### config.mk
export PLATFORM = sky130hd
export DESIGN_NAME = auxmem_dma
export DESIGN_NICKNAME = d
export VERILOG_FILES = /design/src/rtl/auxmem_dma.sv
export SDC_FILE = /design/constraint.sdc
export NUM_CORES = 1
export LEC_CHECK = 0
export BUFFER_PORTS_ARGS = -buffer_cell sky130_fd_sc_hd__buf_2
export CAP_MARGIN = 20
export CORE_MARGIN = 10
export CORE_UTILIZATION = 44
export CTS_BUF_LIST = sky130_fd_sc_hd__clkbuf_16
export DETAILED_ROUTE_END_ITERATION = 12
export HOLD_SLACK_MARGIN = 0.12
export PLACE_DENSITY = 0.7
export SYNTH_ARGS = -nofsm -noshare
export SYNTH_HDL_FRONTEND = slang
export SYNTH_SLANG_ARGS = --single-unit
export TNS_END_PERCENT = 100
### constraint.sdc
create_clock -name clk -period 4.3 [get_ports clk]
set_clock_uncertainty 0.1 [all_clocks]
set_input_delay 0.43 -clock clk [delete_from_list [all_inputs] [get_ports clk]]
set_output_delay 0.43 -clock clk [all_outputs]
set_load 0.03 [all_outputs]
### src/rtl/auxmem_dma.sv
module auxmem_dma #(
  parameter logic [26:0] AUX_SIZE   = 27'h1000000,
  parameter int          BLOCK_COST = 246
) (
  input  logic        clk,
  input  logic        rst_n,
  input  logic        reg_we,
  input  logic [3:0]  reg_addr,
  input  logic [15:0] reg_wdata,
  output logic [15:0] reg_rdata,
  output logic        irq,
  output logic [25:0] mm_addr,
  output logic        mm_rd,
  output logic        mm_wr,
  output logic [63:0] mm_wdata,
  input  logic [63:0] mm_rdata,
  output logic [25:0] ax_addr,
  output logic        ax_rd,
  output logic        ax_wr,
  output logic [63:0] ax_wdata,
  input  logic [63:0] ax_rdata
);
  localparam logic [25:0] DUP_SPAN = 26'h0400000;
  localparam logic [15:0] LO_MASK  = 16'hFFE0;

  logic [25:0] mm_a, ax_a, cnt;
  logic        dir, busy, irq_q, dup_ph;
  logic [6:0]  info;
  logic [31:0] tmr;
  logic [63:0] dbuf;

  logic in_rng, dup_ok, beat, step, finish, xfer_wr;

  assign in_rng = {1'b0, ax_a} < AUX_SIZE;
  assign dup_ok = (info[3:0] == 4'd4) && !dir && (ax_a < DUP_SPAN) &&
                  (({1'b0, ax_a} + {1'b0, DUP_SPAN}) < AUX_SIZE);
  assign beat   = busy && !dup_ph && (cnt != 26'd0);
  assign step   = (beat && !(in_rng && dup_ok)) || dup_ph;
  assign finish = busy && !dup_ph && (cnt == 26'd0) && (tmr == 32'd0);
  assign xfer_wr = reg_we && !busy;

  assign mm_addr  = mm_a;
  assign ax_addr  = dup_ph ? ax_a + DUP_SPAN : ax_a;
  assign mm_rd    = beat && in_rng && !dir;
  assign ax_rd    = beat && in_rng && dir;
  assign mm_wr    = ax_rd;
  assign ax_wr    = mm_rd || dup_ph;
  assign mm_wdata = ax_rdata;
  assign ax_wdata = dup_ph ? dbuf : mm_rdata;
  assign irq      = irq_q;

  always_comb begin
    case (reg_addr)
      4'd0:    reg_rdata = {6'd0, mm_a[25:16]};
      4'd1:    reg_rdata = mm_a[15:0];
      4'd2:    reg_rdata = {6'd0, ax_a[25:16]};
      4'd3:    reg_rdata = ax_a[15:0];
      4'd4:    reg_rdata = {dir, 5'd0, cnt[25:16]};
      4'd5:    reg_rdata = cnt[15:0];
      4'd6:    reg_rdata = {9'd0, info};
      4'd7:    reg_rdata = 16'h0001;
      4'd8:    reg_rdata = {14'd0, irq_q, busy};
      default: reg_rdata = 16'd0;
    endcase
  end

  always_ff @(posedge clk or negedge rst_n) begin
    if (!rst_n) begin
      mm_a <= '0; ax_a <= '0; cnt <= '0; dir <= 1'b0; info <= '0;
      busy <= 1'b0; irq_q <= 1'b0; dup_ph <= 1'b0; tmr <= '0; dbuf <= '0;
    end else begin
      if (xfer_wr) begin
        case (reg_addr)
          4'd0: mm_a[25:16] <= reg_wdata[9:0];
          4'd1: mm_a[15:0]  <= reg_wdata & LO_MASK;
          4'd2: ax_a[25:16] <= reg_wdata[9:0];
          4'd3: ax_a[15:0]  <= reg_wdata & LO_MASK;
          4'd4: begin cnt[25:16] <= reg_wdata[9:0]; dir <= reg_wdata[15]; end
          4'd5: begin
            cnt[15:0] <= reg_wdata & LO_MASK;
            busy      <= 1'b1;
            tmr       <= 32'({cnt[25:16], reg_wdata[15:5]}) * 32'(BLOCK_COST);
          end
          default: ;
        endcase
      end
      if (reg_we && reg_addr == 4'd6) info <= reg_wdata[6:0];
      if (reg_we && reg_addr == 4'd8 && reg_wdata[1]) irq_q <= 1'b0;

      if (busy && tmr != 32'd0) tmr <= tmr - 32'd1;
      if (beat && in_rng && dup_ok) begin
        dup_ph <= 1'b1;
        dbuf   <= mm_rdata;
      end
      if (dup_ph) dup_ph <= 1'b0;
      if (step) begin
        mm_a <= mm_a + 26'd8;
        ax_a <= ax_a + 26'd8;
        cnt  <= cnt - 26'd8;
      end
      if (finish) begin
        busy  <= 1'b0;
        irq_q <= 1'b1;
      end
    end
  end
endmodule


==> results of run 1 <==
## Yosys cell counts (5+ instances only)
cell	instances
xnor2_1	20
nor2b_1	10
o21bai_1	7
a222oi_1	5
a311oi_1	12
and4_1	5
o311ai_0	5
xor2_1	8
dfrtp_1	176
a21oi_1	82
o31ai_1	7
nor3_1	39
a31oi_1	6
o211a_1	5
nand4_1	12
nand3_1	54
nor4_1	20
mux2_2	136
a21o_1	12
a221o_1	11
ha_1	82
a22oi_1	26
and3_1	22
buf_2	15
or3_1	14
nor2_1	78
clkbuf_1	44
o22ai_1	12
inv_1	142
a221oi_1	8
a211oi_1	22
buf_4	91
a211o_1	8
nand2b_1	6
o21ai_0	67
nand2_1	102
and2_1	12
fa_1	73
## layout make-up
class / count / area [um^2] / area share, %
multi-input combinational: 1074 / 9170 / 50.8
sequential: 176 / 4410 / 24.4
timing repair buffer: 415 / 2820 / 15.6
inverter: 142 / 559 / 3.10
tap: 442 / 553 / 3.06
clock buffer: 17 / 425 / 2.36
clock inverter: 15 / 119 / 0.658
antenna: 1 / 2.50 / 0.0139
## cell families (layout without fill, tap and decap cells)
family / after synthesis / after routing / share of synthesized area, %
AND/OR/NAND/NOR: 403 / 403 / 13.9
AO/OA/AOI/OAI: 341 / 341 / 16.0
buffers and inverters: 297 / 589 / 10.3
flip-flops: 176 / 176 / 30.2
adder cells (fa/ha/maj): 155 / 155 / 17.0
multiplexers: 141 / 141 / 10.9
XOR/XNOR: 28 / 28 / 1.68
other: 1 / 7 / 0.0257
## power breakdown
group          total, mW  switching (mW)  internal, mW
Combinational       2.99            1.56          1.43
Clock               1.51           0.719         0.792
Sequential          1.76          0.0577          1.70
Total               6.26            2.34          3.92
## worst reg2reg max path, cell delays in order (launching register included)
cell and delay (ps):
dfrtp_2 450, buf_6 150, fa_1 570, fa_1 440, fa_1 500, inv_1 60
fa_1 490, inv_1 60, ha_4 160, a21oi_1 130, o21ai_0 110, a211o_1 300
nand3_1 100, o311ai_0 170, or3_1 400
## sequential cells by signal, indices dropped and copies added, names as in the netlist
name and flops:
busy 1, dbuf 64, dup_ph 1, dir 1, cnt 23, mm_addr 23
info 7, ax_a 23, irq 1, tmr 32
## per-stage QoR
step                      setup TNS, ps  hold WS [ps]
after floorplan                    -677          34.4
final                              -131           142
after detailed placement          -6910           361
after global placement            -5480           350
after CTS                         -52.0           120
after global routing              -1610           128
## cells in the final DEF (no fill, tap or decap), drive strengths merged, types with 13 or more instances in the layout
cell,count
a211oi,22
a21oi,82
a22oi,26
and2,13
and3,22
buf,358
clkbuf,17
dfrtp,176
dlygate4sd3,57
fa,73
ha,82
inv,141
mux2,137
nand2,103
nand3,54
nor2,79
nor3,40
nor4,21
o21ai,68
or3,14
xnor2,20
## worst paths after layout
kind / slack, ps / to / start / cells past startpoint
worst max-delay path: -50 / tmr[22] / reg_wdata[10] / 21
worst max register to register: -40 / tmr[25] / cnt[20] / 14
worst min register to register: 370 / tmr[30] / tmr[30] / 1
min in group asynchronous: 510 / tmr[7] / rst_n / 2
worst min-delay path: 140 / dbuf[50] / mm_rdata[50] / 2
max in group asynchronous: 2610 / ax_a[17] / rst_n / 3
## metal layers
metal  wire (um)  global-route usage [%]
met5          12                       0
met4        1640                    9.51
met3        4950                    7.92
met2       22100                    35.5
met1       18300                    27.1
## what timing repair did
item / in CTS / in global routing
endpoints found under the setup margin: 10 / 15
setup buffers: 10 / 9
gates resized for setup: 40 / 44
hold buffers: 57 / 0
pin swaps: 43 / 28
endpoints found under the hold margin: 141 / 0
==> metrics.cfg, run 1 <==
[setup_path]
crit_chain=buf_2, inv_2, buf_6, fa_1, inv_1, fa_1, fa_1, inv_2, fa_1, inv_1, ha_4, buf_4, nand2_1, o21ai_2, a2111oi_4, nor2_2, buf_4, buf_4, a21oi_2, xor2_1, o21ai_1
cp.required_ps=4510
crit_buf_inv=9
cp_data_arrival_time_ps=4560
crit_type=in2reg
end_kind=register
cpMostUsedCell=fa_1
crit_path_start_kind=input pin
cp_top_family=adder cells
slowest_delay_ps=540
cp_max_fo=3
critPathSlowestCell=fa_1

[layout]
fin_nets=2132
final_cell_area_um2=18100
fin_util_pct=55.4
drive_gt1_share_pct=34.7
fin_cells=2282
syn_to_final_growth_pct=23.6
n_fill_cell=2814

[die]
die_h_um=202
die-area_um2=40900
fp.dieW_um=202
design.core.area_um2=32600
initial_core_util_pct=44.8
io_pins=352
num_rows=66

[synth]
ys_seq_area_share_pct=30.2
synth_async_sr_flop_share_pct=100
synth_edf_count=0
synth-seq-cells=176
syn-mean-instance-area_um2=9.47
synth_top_cell_by_area=dfrtp_1
syn_inst=1542
synth_ff_type=dfrtp_1
yosysTopAreaCellShare_pct=30.2
synth_area_um2=14600
synth.area.top_cells=dfrtp_1 (30%), mux2_2 (10%), fa_1 (10%)
yosysWarnings=0
yosysUniqueCellTypes=80

[timing]
tightest_slew_ps=997
period_minus_slack_ps=4350
worst_slack_ps=-49.0
finalCritPeriodShare_pct=101
max_freq_mhz=230
rsz0062_at_grt=yes
slew_viol_final=0
finalHoldViolations=0
slew_headroom_pct=33.4
setup_viol=5

[placed_design]
dpl_cell_area_um2=16500
place_ws_ps=-563
portBuffers=217
gp_congestion=0.896
placed_cells=2173
hpwl_mm=34.0

[global_routing]
grt_pass1_wl_mm=73.9
overflow=0
grt_max_degree=88
track_usage_pct=22.4
antenna_found_initial=2
grt_pass1_vias=13400

[outcome]
failed_checks=negative setup slack
status=finished, violations left

[hold_path]
hold_class=in2reg

[clock_network]
htree_levels=4
clk_pin_slew_ps=60
cts.sinks=176
cts_root_buf=clkbuf_16
cts_buffers=17
clk_latency_ps=460
cts_tree=done
clockBufferDepth=2

[pwr]
p_leak_nw=8.46
power_density_nw_per_um2=347
power_mw=6.26
peakVddDrop_mv=0.297

[route]
postRouteAntennaNets=0
drt_iter0_drc=1131
viasPerCell=5.82
vias=13300
drt_wl_total_mm=47.0
first_pass_iters=6
route.detailed.drc=0
wl_per_cell_um=20.6

[flow_run]
maxCapViolCount=0

Note: power is estimated with default switching activity, not from simulation.
==> run 2: changes to the inputs <==
ABC_AREA = 1   (was default)
PLACE_DENSITY = 0.69   (was 0.7)
==> run 2 against run 1 <==
Net effect:
- the flow now finishes without violations
- fmax is 3.9% higher
- die area is 9.0% higher
- clock-buffer cell count stayed put
- setup slack better by 160 ps
- non-clock buffer count is 90 lower
- critical path depth is 3 lower
- first-iteration DRC count is 5.6% lower
- synthesized cell count is 49% higher
- worst hold slack worse by 3.6 ps
- cell count is 31% higher
- register-to-register slack better by 160 ps
- area after synthesis is 10% higher
- critical path type is now reg2reg
- critical endpoint is now tmr[28]
- highest routed layer unchanged
==> metrics.cfg, run 2 <==
[global_routing]
grt_pass1_vias=15400  ; was 13,400
grt_pass1_wl_mm=87.4  ; was 73.9 mm
antenna_found_initial=5  ; was 2
track_usage_pct=25.1  ; was 22.4%
grt_max_degree=136  ; was 88
overflow=0  ; unchanged

[route]
drt_iter0_drc=1068  ; was 1,131
vias=15700  ; was 13,300
first_pass_iters=5  ; was 6
route.detailed.drc=0  ; unchanged
viasPerCell=5.26  ; was 5.82
wl_per_cell_um=19.1  ; was 20.6 um
postRouteAntennaNets=0  ; unchanged
drt_wl_total_mm=57.1  ; was 47.0 mm

[placed_design]
portBuffers=217  ; unchanged
hpwl_mm=45.3  ; was 34.0 mm
gp_congestion=1.02  ; was 0.896

[clock_network]
clockBufferDepth=2  ; unchanged
htree_levels=4  ; unchanged
clk_pin_slew_ps=70  ; was 60 ps
cts_tree=done  ; unchanged
cts_root_buf=clkbuf_16  ; unchanged
clk_latency_ps=450  ; was 460 ps
cts_buffers=17  ; unchanged
cts.sinks=176  ; unchanged

[layout]
regMostFlops=dbuf  ; unchanged
largest_register_ffs=64  ; unchanged
syn_to_final_growth_pct=16.1  ; was 23.6%
top_regs=dbuf: 64 flops, tmr: 32 flops  ; unchanged
drive_gt1_share_pct=18.9  ; was 34.7%
fin_nets=2813  ; was 2,132
layout_commonest_cell=nand2_1  ; was buf_2
most-common-layout-cells=nand2_1 (662), inv_1 (351), buf_2 (216)  ; was buf_2 (212), dfrtp_1 (173), mux2_2 (136)

[synth]
yosysWarnings=0  ; unchanged
yosysUniqueCellTypes=49  ; was 80
yosysMostFrequentCell=nand2_1  ; was dfrtp_1
syn-mean-instance-area_um2=6.98  ; was 9.47 um^2
synth.area.top_cells=dfrtp_1 (27%), nand2_1 (16%), fa_1 (9.1%)  ; was dfrtp_1 (30%), mux2_2 (10%), fa_1 (10%)
synth_async_sr_flop_share_pct=100  ; unchanged
synth_top_cell_by_area=dfrtp_1  ; unchanged
synth_common_cells=nand2_1 (679), inv_1 (356), dfrtp_1 (176), nor2_1 (172), o21ai_0 (170)  ; was dfrtp_1 (176), inv_1 (142), mux2_2 (136), nand2_1 (102), buf_4 (91)
synth-seq-cells=176  ; unchanged
synth_area_um2=16100  ; was 14,600 um^2
synth_ff_type=dfrtp_1  ; unchanged
yosysTopAreaCellShare_pct=27.4  ; was 30.2%
synth_edf_count=0  ; unchanged
syn_inst=2302  ; was 1,542
ys_seq_area_share_pct=27.4  ; was 30.2%

[timing]
setup_viol=0  ; was 5
period_minus_slack_ps=4180  ; was 4350 ps
holdWs_ps=139  ; was 142 ps
finalHoldViolations=0  ; unchanged
tightest_slew_ps=1000  ; was 997 ps
slew_headroom_pct=33.3  ; was 33.4%
max_freq_mhz=239  ; was 230 MHz
finalCritPeriodShare_pct=97.3  ; was 101%
slew_viol_final=0  ; unchanged
rsz0062_at_grt=yes  ; unchanged

[hold_path]
hold_class=in2reg  ; unchanged
hold_depth=3  ; was 2

[outcome]
status=complete, no violations  ; was finished, violations left

[die]
io_pins=352  ; unchanged
die_h_um=211  ; was 202 um
initial_core_util_pct=44.8  ; about the same
die-area_um2=44600  ; was 40,900 um^2
num_rows=69  ; was 66
design.core.area_um2=35800  ; was 32,600 um^2
fp.dieW_um=211  ; was 202 um

[flow_run]
maxCapViolCount=0  ; unchanged

[setup_path]
r2r_cells=18  ; was 14
crit_path_start_kind=register  ; was input pin
cp.required_ps=4570  ; was 4510 ps
crit_type=reg2reg  ; was in2reg
end_kind=register  ; unchanged
cp_max_fo=5  ; was 3
cp_data_arrival_time_ps=4460  ; was 4560 ps

## run 2: path summary, 6_finish.rpt
| path | start | end | slack, ps |
|---|---|---|---|
| max reg2reg | cnt[16] | tmr[28] | 120 |
| min | mm_rdata[50] | dbuf[50] | 140 |
| min in group asynchronous | rst_n | tmr[9] | 520 |
| max | cnt[16] | tmr[28] | 120 |
| min reg2reg | dbuf[17] | dbuf[17] | 390 |
| max in group asynchronous | rst_n | mm_addr[16] | 2580 |
## run 2: through the flow
step | util (%) | worst slack, ps | TNS, ps | cells | area (um^2)
global route | 52.1 | -80.8 | -472 | 2984 | 18600
global placement | 49.0 | -366 | -3700 | 2937 | 17600
CTS | 50.9 | 6.59 | 0 | 2974 | 18200
floorplan | - | 114 | 0 | 2307 | 16100
finish | 52.1 | 115 | 0 | 2985 | 18700
detailed placement | 49.0 | -391 | -4680 | 2937 | 17600
## run 2: layer usage
metal / vias to the layer above / global-route usage [%] / part of all wire [%]
met5: - / 0 / 0.030
met4: 2 / 11.2 / 4.6
li1: 7533 / - / -
met1: 7435 / 30.3 / 40
met2: 590 / 42.8 / 49
met3: 145 / 4.53 / 6.2
## run 2: worst max-delay path, stage by stage (launching register included)
cell	delay [ps]
dfrtp_1	370
inv_2	100
fa_1	500
inv_1	60
fa_1	510
fa_1	540
inv_1	50
fa_1	500
inv_1	70
ha_4	290
buf_4	140
nand2_4	70
nor2_4	130
inv_1	80
nor3_2	150
nand2_1	120
nand3_1	100
nand3_1	90
a21oi_2	140
## run 2: layout make-up
cell class | instances | area (um^2)
tap | 461 | 577
fill | 3544 | 17200
clock inverter | 14 | 155
clock buffer | 17 | 425
antenna | 5 | 12.5
sequential | 176 | 4410
multi-input combinational | 1613 | 9700
timing repair buffer | 325 | 1960
inverter | 374 | 1410
## run 2: timing repair
item / in CTS / in global routing
resized for setup: 12 / 80
endpoints found under the setup margin: 11 / 15
pin swaps: 1 / 20
hold buffers: 5 / 0
setup buffers: 1 / 5
hold endpoints to repair: 101 / 0
cloned: 0 / 0
## run 2: cells by family (layout without fill, tap and decap cells)
logic type / count (synthesis) / count (layout) / synth area share (%)
AND/OR/NAND/NOR: 1082 / 1082 / 28.3
flip-flops: 176 / 176 / 27.4
AO/OA/AOI/OAI: 292 / 292 / 9.87
XOR/XNOR: 77 / 77 / 4.20
other: 1 / 11 / 0.0233
multiplexers: 1 / 1 / 0.0701
adder cells (fa/ha/maj): 155 / 155 / 15.5
buffers and inverters: 518 / 730 / 14.6
Power of run 2 is not shown: default switching activity piles up to over one toggle a cycle in this logic, so the estimate is an artifact.
